[src/rtl/tsym_pkg.sv]
package tsym_pkg;
    typedef enum logic [1:0] {
        ST_IDLE       = 2'd0,
        ST_ARMED      = 2'd1,
        ST_PEND       = 2'd2,
        ST_PEND_ARMED = 2'd3
    } tsym_state_e;
endpackage

[src/rtl/tsym_match.sv]
module tsym_match #(
    parameter int CYC_W = 6
) (
    input  logic [CYC_W-1:0] cnt,
    input  logic [CYC_W-1:0] mask,
    input  logic [CYC_W-1:0] val,
    output logic             hit
);
    // Bits outside the mask are don't-care.
    always_comb begin
        hit = (((cnt ^ val) & mask) == '0);
    end
endmodule

[src/rtl/tsym_chan.sv]
module tsym_chan
    import tsym_pkg::*;
#(
    parameter int CYC_W = 6
) (
    input  logic             clk,
    input  logic             rst_n,
    input  logic             en,
    input  logic [CYC_W-1:0] mask,
    input  logic [CYC_W-1:0] val,
    input  logic [CYC_W-1:0] cnt,
    input  logic             cyc_start,
    input  logic             static_end,
    input  logic             sym_win,
    output logic             req
);
    tsym_state_e state, state_nx;
    logic        hit;
    logic        armed;
    logic        pend;

    tsym_match #(.CYC_W(CYC_W)) u_match (
        .cnt  (cnt),
        .mask (mask),
        .val  (val),
        .hit  (hit)
    );

    assign armed = (state == ST_ARMED) || (state == ST_PEND_ARMED);
    assign pend  = (state == ST_PEND)  || (state == ST_PEND_ARMED);

    // State register
    always_ff @(posedge clk or negedge rst_n) begin
        if (!rst_n) state <= ST_IDLE;
        else        state <= state_nx;
    end

    // Transitions: cycle start > static end > symbol window
    always_comb begin
        state_nx = state;
        if (cyc_start) begin
            state_nx = (armed && hit) ? ST_PEND : ST_IDLE;
        end else if (static_end) begin
            unique case (state)
                ST_IDLE, ST_ARMED:      state_nx = en ? ST_ARMED      : ST_IDLE;
                ST_PEND, ST_PEND_ARMED: state_nx = en ? ST_PEND_ARMED : ST_PEND;
                default:                state_nx = ST_IDLE;
            endcase
        end else if (sym_win) begin
            unique case (state)
                ST_PEND:       state_nx = ST_IDLE;
                ST_PEND_ARMED: state_nx = ST_ARMED;
                default:       state_nx = state;
            endcase
        end
    end

    // Output decode
    always_comb begin
        req = 1'b0;
        if (sym_win && !cyc_start && !static_end) begin
            unique case (state)
                ST_PEND, ST_PEND_ARMED: req = 1'b1;
                default:                req = 1'b0;
            endcase
        end
    end

    a_r5_single_pulse: assert property (@(posedge clk) disable iff (!rst_n)
        req |=> !req);
    a_r5_consumed: assert property (@(posedge clk) disable iff (!rst_n)
        req |=> (state == ST_IDLE || state == ST_ARMED));
    a_r4_select: assert property (@(posedge clk) disable iff (!rst_n)
        (cyc_start && armed && hit) |=> (state == ST_PEND));
    a_r7_drop: assert property (@(posedge clk) disable iff (!rst_n)
        (cyc_start && !(armed && hit)) |=> (state == ST_IDLE));
    a_r2_arm: assert property (@(posedge clk) disable iff (!rst_n)
        (!cyc_start && static_end && en) |=> (state == ST_ARMED || state == ST_PEND_ARMED));
    a_r3_disarm: assert property (@(posedge clk) disable iff (!rst_n)
        (!cyc_start && static_end && !en) |=> (state == ST_IDLE || state == ST_PEND));
endmodule

[config.mk]
export PLATFORM = sky130hd
export DESIGN_NAME = tsym_chan
export DESIGN_NICKNAME = d
export VERILOG_FILES = /design/src/rtl/tsym_pkg.sv /design/src/rtl/tsym_match.sv /design/src/rtl/tsym_chan.sv
export SDC_FILE = /design/constraint.sdc
export NUM_CORES = 1
export LEC_CHECK = 0
export BUFFER_PORTS_ARGS = -buffer_cell sky130_fd_sc_hd__buf_4
export CORE_AREA = 2 2 39 41
export DETAILED_ROUTE_END_ITERATION = 8
export DIE_AREA = 0 0 41 43
export SETUP_SLACK_MARGIN = 0.05
export SLEW_MARGIN = 25
export SYNTH_ARGS = -nofsm -noshare
export SYNTH_HDL_FRONTEND = slang
export SYNTH_SLANG_ARGS = --single-unit
[constraint.sdc]
create_clock -name clk -period 1.34 [get_ports clk]
set_clock_uncertainty 0.2 [all_clocks]
set_input_delay 0.134 -clock clk [delete_from_list [all_inputs] [get_ports clk]]
set_output_delay 0.134 -clock clk [all_outputs]
set_load 0.01 [all_outputs]
==> flow_summary.json, run 1 <==
{
  "worst_path_largest_cell_delay_ps": 350,
  "worst_pin_slew_ps": 268,
  "cap_violations": 0,
  "cts-root-buf": "clkbuf_4",
  "switching_share_pct": 19.5,
  "sequentialPowerShare_pct": 22.9,
  "mostFrequentLayoutCells": "24 x buf_4, 6 x xor2_1, 4 x dlygate4sd3_1",
  "maxSlewViolCount": 0,
  "post-route-period-util_pct": 89.4,
  "fin_tns_setup_ps": 0,
  "register_area_um2": 50.0,
  "syn_avg_cell_area_um2": 9.66,
  "power_frac_clock_pct": 45.2,
  "final_area_um2": 437,
  "vdd_drop_max_v": 0.000184,
  "grt_pass1_wl_um": 772,
  "grt_pass1_vias": 254,
  "p_switching_mw": 0.0551,
  "yosysWarnings": 0,
  "power_density_mw_per_mm2": 646,
  "ys_ff_latch": 2,
  "placeableCoreArea_mm2": 0.00138,
  "synthCells": 18,
  "cts.path.max_buffers": 2,
  "crit_slowest_cell": "dfrtp_1",
  "cp-end-kind": "output port",
  "finalHoldWorstSlack_ps": 37.2,
  "fin_crit_ps": 1200,
  "post-cts-setup-buffer-count": 0,
  "startpoint_type": "flip-flop",
  "diodes": 0,
  "first_pass_iters": 4,
  "syn-num-nets": 42,
  "grt_overflow": 0,
  "synth_cell_types": 12,
  "combPwrFrac_pct": 31.9,
  "ant_nets": 0,
  "finalPower_mw": 0.282,
  "finalHoldViolCount": 0,
  "routed_wl_um": 537,
  "yosys-top-cells-area": "xor2_1 30%, dfrtp_1 29%, a222oi_1 5.8%, mux2i_1 5.8%, a31o_1 5.0%",
  "post_dp_cell_area_um2": 374,
  "syn_to_final_growth_pct": 151,
  "clock_sinks": 2,
  "synth_top_area_share_pct": 30.2,
  "gp_congestion": 0.558,
  "htree_levels": 1,
  "ctsResizeCount": 0,
  "fp.dieH_um": 43,
  "grt_use_total_pct": 7.12,
  "initial_core_util_pct": 12.6,
  "num_rows": 14,
  "die_x_um": 41,
  "vias_per_cell": 3.92,
  "die_area_mm2": 0.00176,
  "crit_chain": "and3b_1 > buf_4",
  "yosysTopAreaCell": "xor2_1",
  "num-fill-cells": 158,
  "multiInputGateArea_um2": 124,
  "top_regs": "state x2",
  "dr.first_iter.drc_count": 2,
  "worstPathRequired_ps": 1010,
  "grt_setup_unrepaired": "false",
  "worstPathArrival_ps": 860,
  "ys_seq_area_share_pct": 28.8,
  "intPower_mw": 0.227,
  "cp_max_fo": 2,
  "finalSetupViolations": 0,
  "antenna_found_initial": 0,
  "final_common_cell": "buf_4",
  "layout-drive-gt1-share_pct": 55.1,
  "clock.fmax_mhz": 835,
  "grt_max_degree": 5,
  "largest_reg_flops": 2,
  "min_path_type": "input pin to asynchronous set/reset pin",
  "p_leak_nw": 0.229,
  "vias": 255,
  "final_net_count": 75,
  "clkLatencyLatePin_ps": 220,
  "clk_pin_slew_ps": 30,
  "io_buffers": 24,
  "synth_area_um2": 174,
  "wire_per_inst_um": 8.26,
  "cts_made_buffers": 3,
  "slew_headroom_pct": 82.1,
  "cts_tree": "done",
  "status": "complete, no violations",
  "top_register": "state",
  "boundaryPins": 25,
  "path_class": "flip-flop to output port",
  "drc": 0
}
## Yosys cell counts, drive strengths merged
master,number
a22oi,1
a31o,1
nor3b,1
nor2,1
nand2,1
mux2i,1
a222oi,1
nor2b,1
dfrtp,2
xor2,6
a21oi,1
and3b,1
## timing repair
item | 4_1_cts | 5_1_grt
endpoints found under the setup margin | 0 | 0
hold endpoints to repair | 3 | 0
hold buffers | 4 | 0
## power groups by stage
stage	Clock (mW)	Combinational [mW]	Sequential (mW)
6_report	0.127	0.0901	0.0646
5_1_grt	0.151	0.0997	0.0646
4_1_cts	0.136	0.0915	0.0645
3_5_place_dp	0	0.0823	0.0651
3_3_place_gp	0	0.0812	0.0650
2_1_floorplan	0	0.0231	0.0648
## cell families (layout without fill, tap and decap cells)
group / after synthesis / after routing / synth area share [%]
compound gates: 4 / 4 / 18.0
simple gates: 5 / 5 / 17.3
flops: 2 / 2 / 28.8
mux: 1 / 1 / 5.76
buf+inv: 0 / 31 / 0
xor+xnor: 6 / 6 / 30.2
## worst paths after layout
kind | startpoint | to | depth (start not counted) | slack (ps)
max reg2reg | state[0]$_DFFE_PN0P_ | state[1]$_DFFE_PN0P_ | 3 | 340
min | rst_n | state[0]$_DFFE_PN0P_ | 2 | 40
max | state[1]$_DFFE_PN0P_ | req | 2 | 140
min reg2reg | state[0]$_DFFE_PN0P_ | state[0]$_DFFE_PN0P_ | 2 | 330
min in group clk | mask[1] | state[1]$_DFFE_PN0P_ | 3 | 60
max in group asynchronous | rst_n | state[1]$_DFFE_PN0P_ | 2 | 810
## area by class of cell
class                   instances  share of cell area (%)
repair buffers                 28                    50.4
multi-input cells              16                    28.4
flip-flops and latches          2                    11.5
well taps                      16                    4.58
clock buffers                   3                    5.16
## worst max-delay path, delay by kind of cell, from the launching register on
family	cells	cell delay, ps
AND/OR/NAND/NOR	1	160
buffers and inverters	1	140
flip-flops	1	350
## per-stage QoR
| stage | instances | utilization, % | setup WS [ps] |
|---|---|---|---|
| after global routing | 65 | 31.6 | 96.2 |
| after floorplan | 18 | - | 332 |
| after detailed placement | 58 | 27.0 | 171 |
| after CTS | 65 | 31.6 | 133 |
| final | 65 | 31.6 | 142 |
| after global placement | 58 | 27.0 | 173 |
## metal layers
layer | routed length [um] | up-vias | track usage (%) | part of all wire [%]
li1 | - | 128 | - | -
met1 | 149 | 112 | 4.49 | 28
met2 | 290 | 15 | 12.2 | 54
met3 | 97 | 0 | 4.71 | 18
met4 | 0 | 0 | 6.00 | 0
met5 | 0 | - | 0 | 0
Power figures use the tool's default switching activity.
==> run 2, diff against run 1 <==
--- a/config.mk
+++ b/config.mk
@@ -9,7 +9,7 @@
 export CORE_AREA = 2 2 39 41
 export DETAILED_ROUTE_END_ITERATION = 8
 export DIE_AREA = 0 0 41 43
-export SETUP_SLACK_MARGIN = 0.05
+export SETUP_SLACK_MARGIN = 0.15
 export SLEW_MARGIN = 25
 export SYNTH_ARGS = -nofsm -noshare
 export SYNTH_HDL_FRONTEND = slang
==> flow_summary.json, run 2 (synthesized netlist as in run 1, its figures left out) <==
{
  "grt_pass1_wl_um": 772,
  "placeableCoreArea_mm2": 0.00138,
  "dr.first_iter.drc_count": 2,
  "diodes": 0,
  "slew_headroom_pct": 82.1,
  "cap_violations": 0,
  "grt_max_degree": 5,
  "mostFrequentLayoutCells": "23 x buf_4, 6 x xor2_1, 4 x dlygate4sd3_1",
  "cp_max_fo": 2,
  "finalSetupViolations": 0,
  "worstPathRequired_ps": 1010,
  "post-cts-setup-buffer-count": 0,
  "top_regs": "state x2",
  "ant_nets": 0,
  "maxSlewViolCount": 0,
  "grt_use_total_pct": 7.12,
  "fin_tns_setup_ps": 0,
  "antenna_found_initial": 0,
  "fp.dieH_um": 43,
  "cts.path.max_buffers": 2,
  "final_common_cell": "buf_4",
  "startpoint_type": "flip-flop",
  "wire_per_inst_um": 8.23,
  "power_density_mw_per_mm2": 641,
  "cts_tree": "done",
  "vias_per_cell": 3.92,
  "finalPower_mw": 0.282,
  "boundaryPins": 25,
  "stdcell_count": 65,
  "grt_overflow": 0,
  "worst_pin_slew_ps": 268,
  "dp.cells": 58,
  "grt_pass1_vias": 254,
  "p_leak_nw": 0.229,
  "status": "complete, no violations",
  "r2r_setup_slack_ps": 340,
  "syn_to_final_growth_pct": 153,
  "initial_core_util_pct": 12.6,
  "clock_sinks": 2,
  "fin_crit_ps": 1190,
  "clk_pin_slew_ps": 30,
  "largest_reg_flops": 2,
  "path_class": "flip-flop to output port",
  "drc": 0,
  "vdd_drop_max_v": 0.000184,
  "vias": 255,
  "final_net_count": 75,
  "top_register": "state",
  "cts-root-buf": "clkbuf_4",
  "worstPathArrival_ps": 860,
  "die_area_mm2": 0.00176,
  "cp-end-kind": "output port",
  "layout-drive-gt1-share_pct": 55.1,
  "cts_made_buffers": 3,
  "htree_levels": 1,
  "post-route-period-util_pct": 88.8,
  "num_rows": 14,
  "clock.fmax_mhz": 840,
  "io_buffers": 24,
  "finalHoldWorstSlack_ps": 37.2,
  "finalHoldViolCount": 0,
  "die_x_um": 41,
  "gp_congestion": 0.558,
  "min_path_type": "input pin to asynchronous set/reset pin",
  "routed_wl_um": 535,
  "utilization_pct": 31.8,
  "grt_setup_unrepaired": "true",
  "clkLatencyLatePin_ps": 220,
  "first_pass_iters": 4
}
-- run 2: changes by cell type in the layout (fill, tap and decap cells not counted) --
cell	delta
buf_6	+1
buf_4	-1
-- run 2: cell type report --
class	instances	area (um^2)
fillers	156	943
multi-input cells	16	124
well taps	16	20.0
clock buffers	3	22.5
repair buffers	28	224
flip-flops and latches	2	50.0
-- run 2: power breakdown --
| group | switching [mW] | internal, mW |
|---|---|---|
| Combinational | 0.0249 | 0.0653 |
| Clock | 0.0291 | 0.0983 |
| Sequential | 0.00119 | 0.0634 |
| Total | 0.0552 | 0.227 |
-- run 2: final timing paths --
| check | startpoint | to | cells past startpoint |
|---|---|---|---|
| min | rst_n | state[0]$_DFFE_PN0P_ | 2 |
| max reg2reg | state[0]$_DFFE_PN0P_ | state[1]$_DFFE_PN0P_ | 3 |
| max | state[1]$_DFFE_PN0P_ | req | 2 |
| max in group asynchronous | rst_n | state[1]$_DFFE_PN0P_ | 2 |
| min in group clk | mask[1] | state[1]$_DFFE_PN0P_ | 3 |
| min reg2reg | state[0]$_DFFE_PN0P_ | state[0]$_DFFE_PN0P_ | 2 |
-- run 2: worst max-delay path: stages, from the launching register on --
cell     delay, ps
dfrtp_1        350
and3b_1        170
buf_6          120
-- run 2: timing repair --
item                                    4_1_cts  5_1_grt
endpoints found under the setup margin        1        1
endpoints found under the hold margin         3        0
hold buffers                                  4        0
gates resized for setup                       1        0
-- run 2: metrics by stage --
step | area, um^2 | setup slack, ps
detailed placement | 374 | 171
finish | 440 | 150
global route | 440 | 106
floorplan | 174 | 332
CTS | 440 | 141
global placement | 374 | 173
-- run 2: layer usage --
layer  vias up  wire, um  global-route usage (%)  share of wire (%)
met4         0         0                    6.00                  0
met3         0        95                    4.71                 18
met5         -         0                       0                  0
met2        15       290                    12.2                 54
met1       112       149                    4.49                 28
li1        128         -                       -                  -
==> run 3, diff against run 2 <==
--- a/config.mk
+++ b/config.mk
@@ -13,4 +13,5 @@
 export SLEW_MARGIN = 25
 export SYNTH_ARGS = -nofsm -noshare
 export SYNTH_HDL_FRONTEND = slang
+export SYNTH_HIERARCHICAL = 1
 export SYNTH_SLANG_ARGS = --single-unit
==> flow_summary.json, run 3 <==
{
  "cts.path.max_buffers": 2,
  "post-route-period-util_pct": 93.0,
  "slew_headroom_pct": 91.4,
  "gp_congestion": 0.556,
  "p_leak_nw": 0.229,
  "synth_edf_count": 0,
  "num-fill-cells": 159,
  "finalSetupViolations": 0,
  "clock.fmax_mhz": 802,
  "yosys-top-cells-area": "xor2_1 28%, dfrtp_1 27%, a22oi_1 12%, nand2b_4 7.3%, nor3b_2 6.7%",
  "synth_ff_type": "dfrtp_1",
  "maxSlewViolCount": 0,
  "ys_seq_area_share_pct": 26.7,
  "syn_to_final_growth_pct": 135,
  "antenna_found_initial": 0,
  "clkLatencyLatePin_ps": 220,
  "synth_cell_types": 11,
  "io_buffers": 24,
  "synth_adder_area_share_pct": 0,
  "grt_use_total_pct": 7.31,
  "worst_pin_slew_ps": 125,
  "path_class": "flip-flop to output port",
  "multiInputGateArea_um2": 138,
  "syn-num-nets": 43,
  "syn_avg_cell_area_um2": 9.88,
  "num_rows": 14,
  "cts_tree": "done",
  "die_x_um": 41,
  "grt_setup_unrepaired": "true",
  "top_regs": "state x2",
  "drc": 0,
  "min_path_type": "input pin to flip-flop",
  "post-cts-setup-buffer-count": 0,
  "synth_top_cells_by_count": "6 x xor2_1, 3 x a22oi_1, 2 x dfrtp_1",
  "synth_top_area_share_pct": 28.0,
  "dr.first_iter.drc_count": 3,
  "mostFrequentLayoutCells": "24 x buf_4, 6 x xor2_1, 3 x clkbuf_4, 3 x dlygate4sd3_1, 3 x a22oi_1",
  "grt_overflow": 0,
  "vias": 256,
  "cp_max_fo": 2,
  "dp_hpwl_um": 432,
  "grt_max_degree": 4,
  "htree_levels": 1,
  "layout-drive-gt1-share_pct": 59.2,
  "grt_pass1_vias": 244,
  "fin_tns_setup_ps": 0,
  "ant_nets": 0,
  "yosysTopAreaCell": "xor2_1",
  "first_pass_iters": 4,
  "synth_xor_area_share_pct": 28.0,
  "status": "complete, no violations",
  "power_density_mw_per_mm2": 656,
  "fin_crit_ps": 1250,
  "async_flop_share_pct": 100,
  "worstPathRequired_ps": 1010,
  "startpoint_type": "flip-flop",
  "synthMuxAreaShare_pct": 5.33,
  "cts_made_buffers": 3,
  "placeableCoreArea_mm2": 0.00138,
  "yosysMostFrequentCell": "xor2_1",
  "ys_ff_latch": 2,
  "synth-simple-area-share_pct": 25.3,
  "largest_reg_flops": 2,
  "fp.dieH_um": 43,
  "synth_area_um2": 188,
  "synth_compound_area_share_pct": 14.7,
  "cts-root-buf": "clkbuf_4",
  "initial_core_util_pct": 13.6,
  "final_common_cell": "buf_4",
  "cap_violations": 0,
  "wire_per_inst_um": 8.35,
  "top_register": "state",
  "synthCells": 19,
  "worstPathArrival_ps": 910,
  "register_area_um2": 50.0,
  "vias_per_cell": 3.94,
  "routed_wl_um": 543,
  "finalHoldViolCount": 0,
  "ctsResizeCount": 0,
  "vdd_drop_max_v": 0.000240,
  "clk_pin_slew_ps": 30,
  "diodes": 0,
  "clock_sinks": 2,
  "synth_top_family_by_area": "XOR/XNOR gates",
  "cp-end-kind": "output port",
  "finalPower_mw": 0.289,
  "yosysWarnings": 6,
  "final_net_count": 75,
  "grt_pass1_wl_um": 786,
  "boundaryPins": 25,
  "die_area_mm2": 0.00176
}
[run 3: worst paths after layout]
| check | start | endpoint | slack, ps | depth (start not counted) |
|---|---|---|---|---|
| max | state[1]$_DFFE_PN0P_ | req | 90 | 3 |
| min | static_end | state[0]$_DFFE_PN0P_ | 0.2 | 3 |
| max reg2reg | state[0]$_DFFE_PN0P_ | state[0]$_DFFE_PN0P_ | 490 | 2 |
| min reg2reg | state[0]$_DFFE_PN0P_ | state[1]$_DFFE_PN0P_ | 310 | 2 |
| max in group asynchronous | rst_n | state[1]$_DFFE_PN0P_ | 810 | 2 |
| min in group asynchronous | rst_n | state[0]$_DFFE_PN0P_ | 40 | 2 |
[run 3: final cells by class]
cell class | count | share of cell area, %
multi-input combinational | 17 | 31.3
timing repair buffer | 27 | 47.7
clock buffer | 3 | 5.11
sequential | 2 | 11.4
tap | 16 | 4.55
[run 3: layer usage]
layer  GRT usage, %  routed length [um]  vias up  share of wire [%]
li1               -                   -      128                  -
met1           6.39                 199      111                 37
met2           10.9                 271       17                 50
met3           1.57                  72        0                 13
met4           10.0                   0        0                  0
met5              0                   0        -                  0
[run 3: critical path, stage by stage, from the launching register on]
cell and delay (ps):
dfrtp_1 360, nand2b_4 60, nor3b_2 140, buf_4 140
[run 3: cell families after synthesis]
logic type / after synthesis
xor gates and xnor gates: 6
muxes: 1
DFF: 2
AOI/OAI and AO/OA: 4
and+or+nand+nor: 6
[run 3: where the power goes]
part	switching, mW	internal (mW)	leakage [nW]	total [mW]
clock	0.0324	0.0986	0.0138	0.131
sequential	0.00135	0.0634	0.0272	0.0647
combinational	0.0265	0.0667	0.188	0.0932
total	0.0603	0.229	0.229	0.289
[run 3: stage by stage]
step / area [um^2] / std cells / util [%] / worst slack [ps] / hold WS, ps
4_1_cts: 420 / 63 / 30.4 / 75.4 / -127
3_5_place_dp: 388 / 59 / 28.0 / 128 / -281
5_1_grt: 440 / 65 / 31.8 / 33.0 / 3.98
6_report: 440 / 65 / 31.8 / 93.7 / 0.160
3_3_place_gp: 388 / 59 / 28.0 / 152 / -282
2_1_floorplan: 188 / 19 / - / 353 / -362
[run 3: what timing repair did]
item / CTS / global route
setup endpoints to repair: 1 / 1
hold buffers: 1 / 2
pin swaps: 1 / 0
hold endpoints to repair: 4 / 2
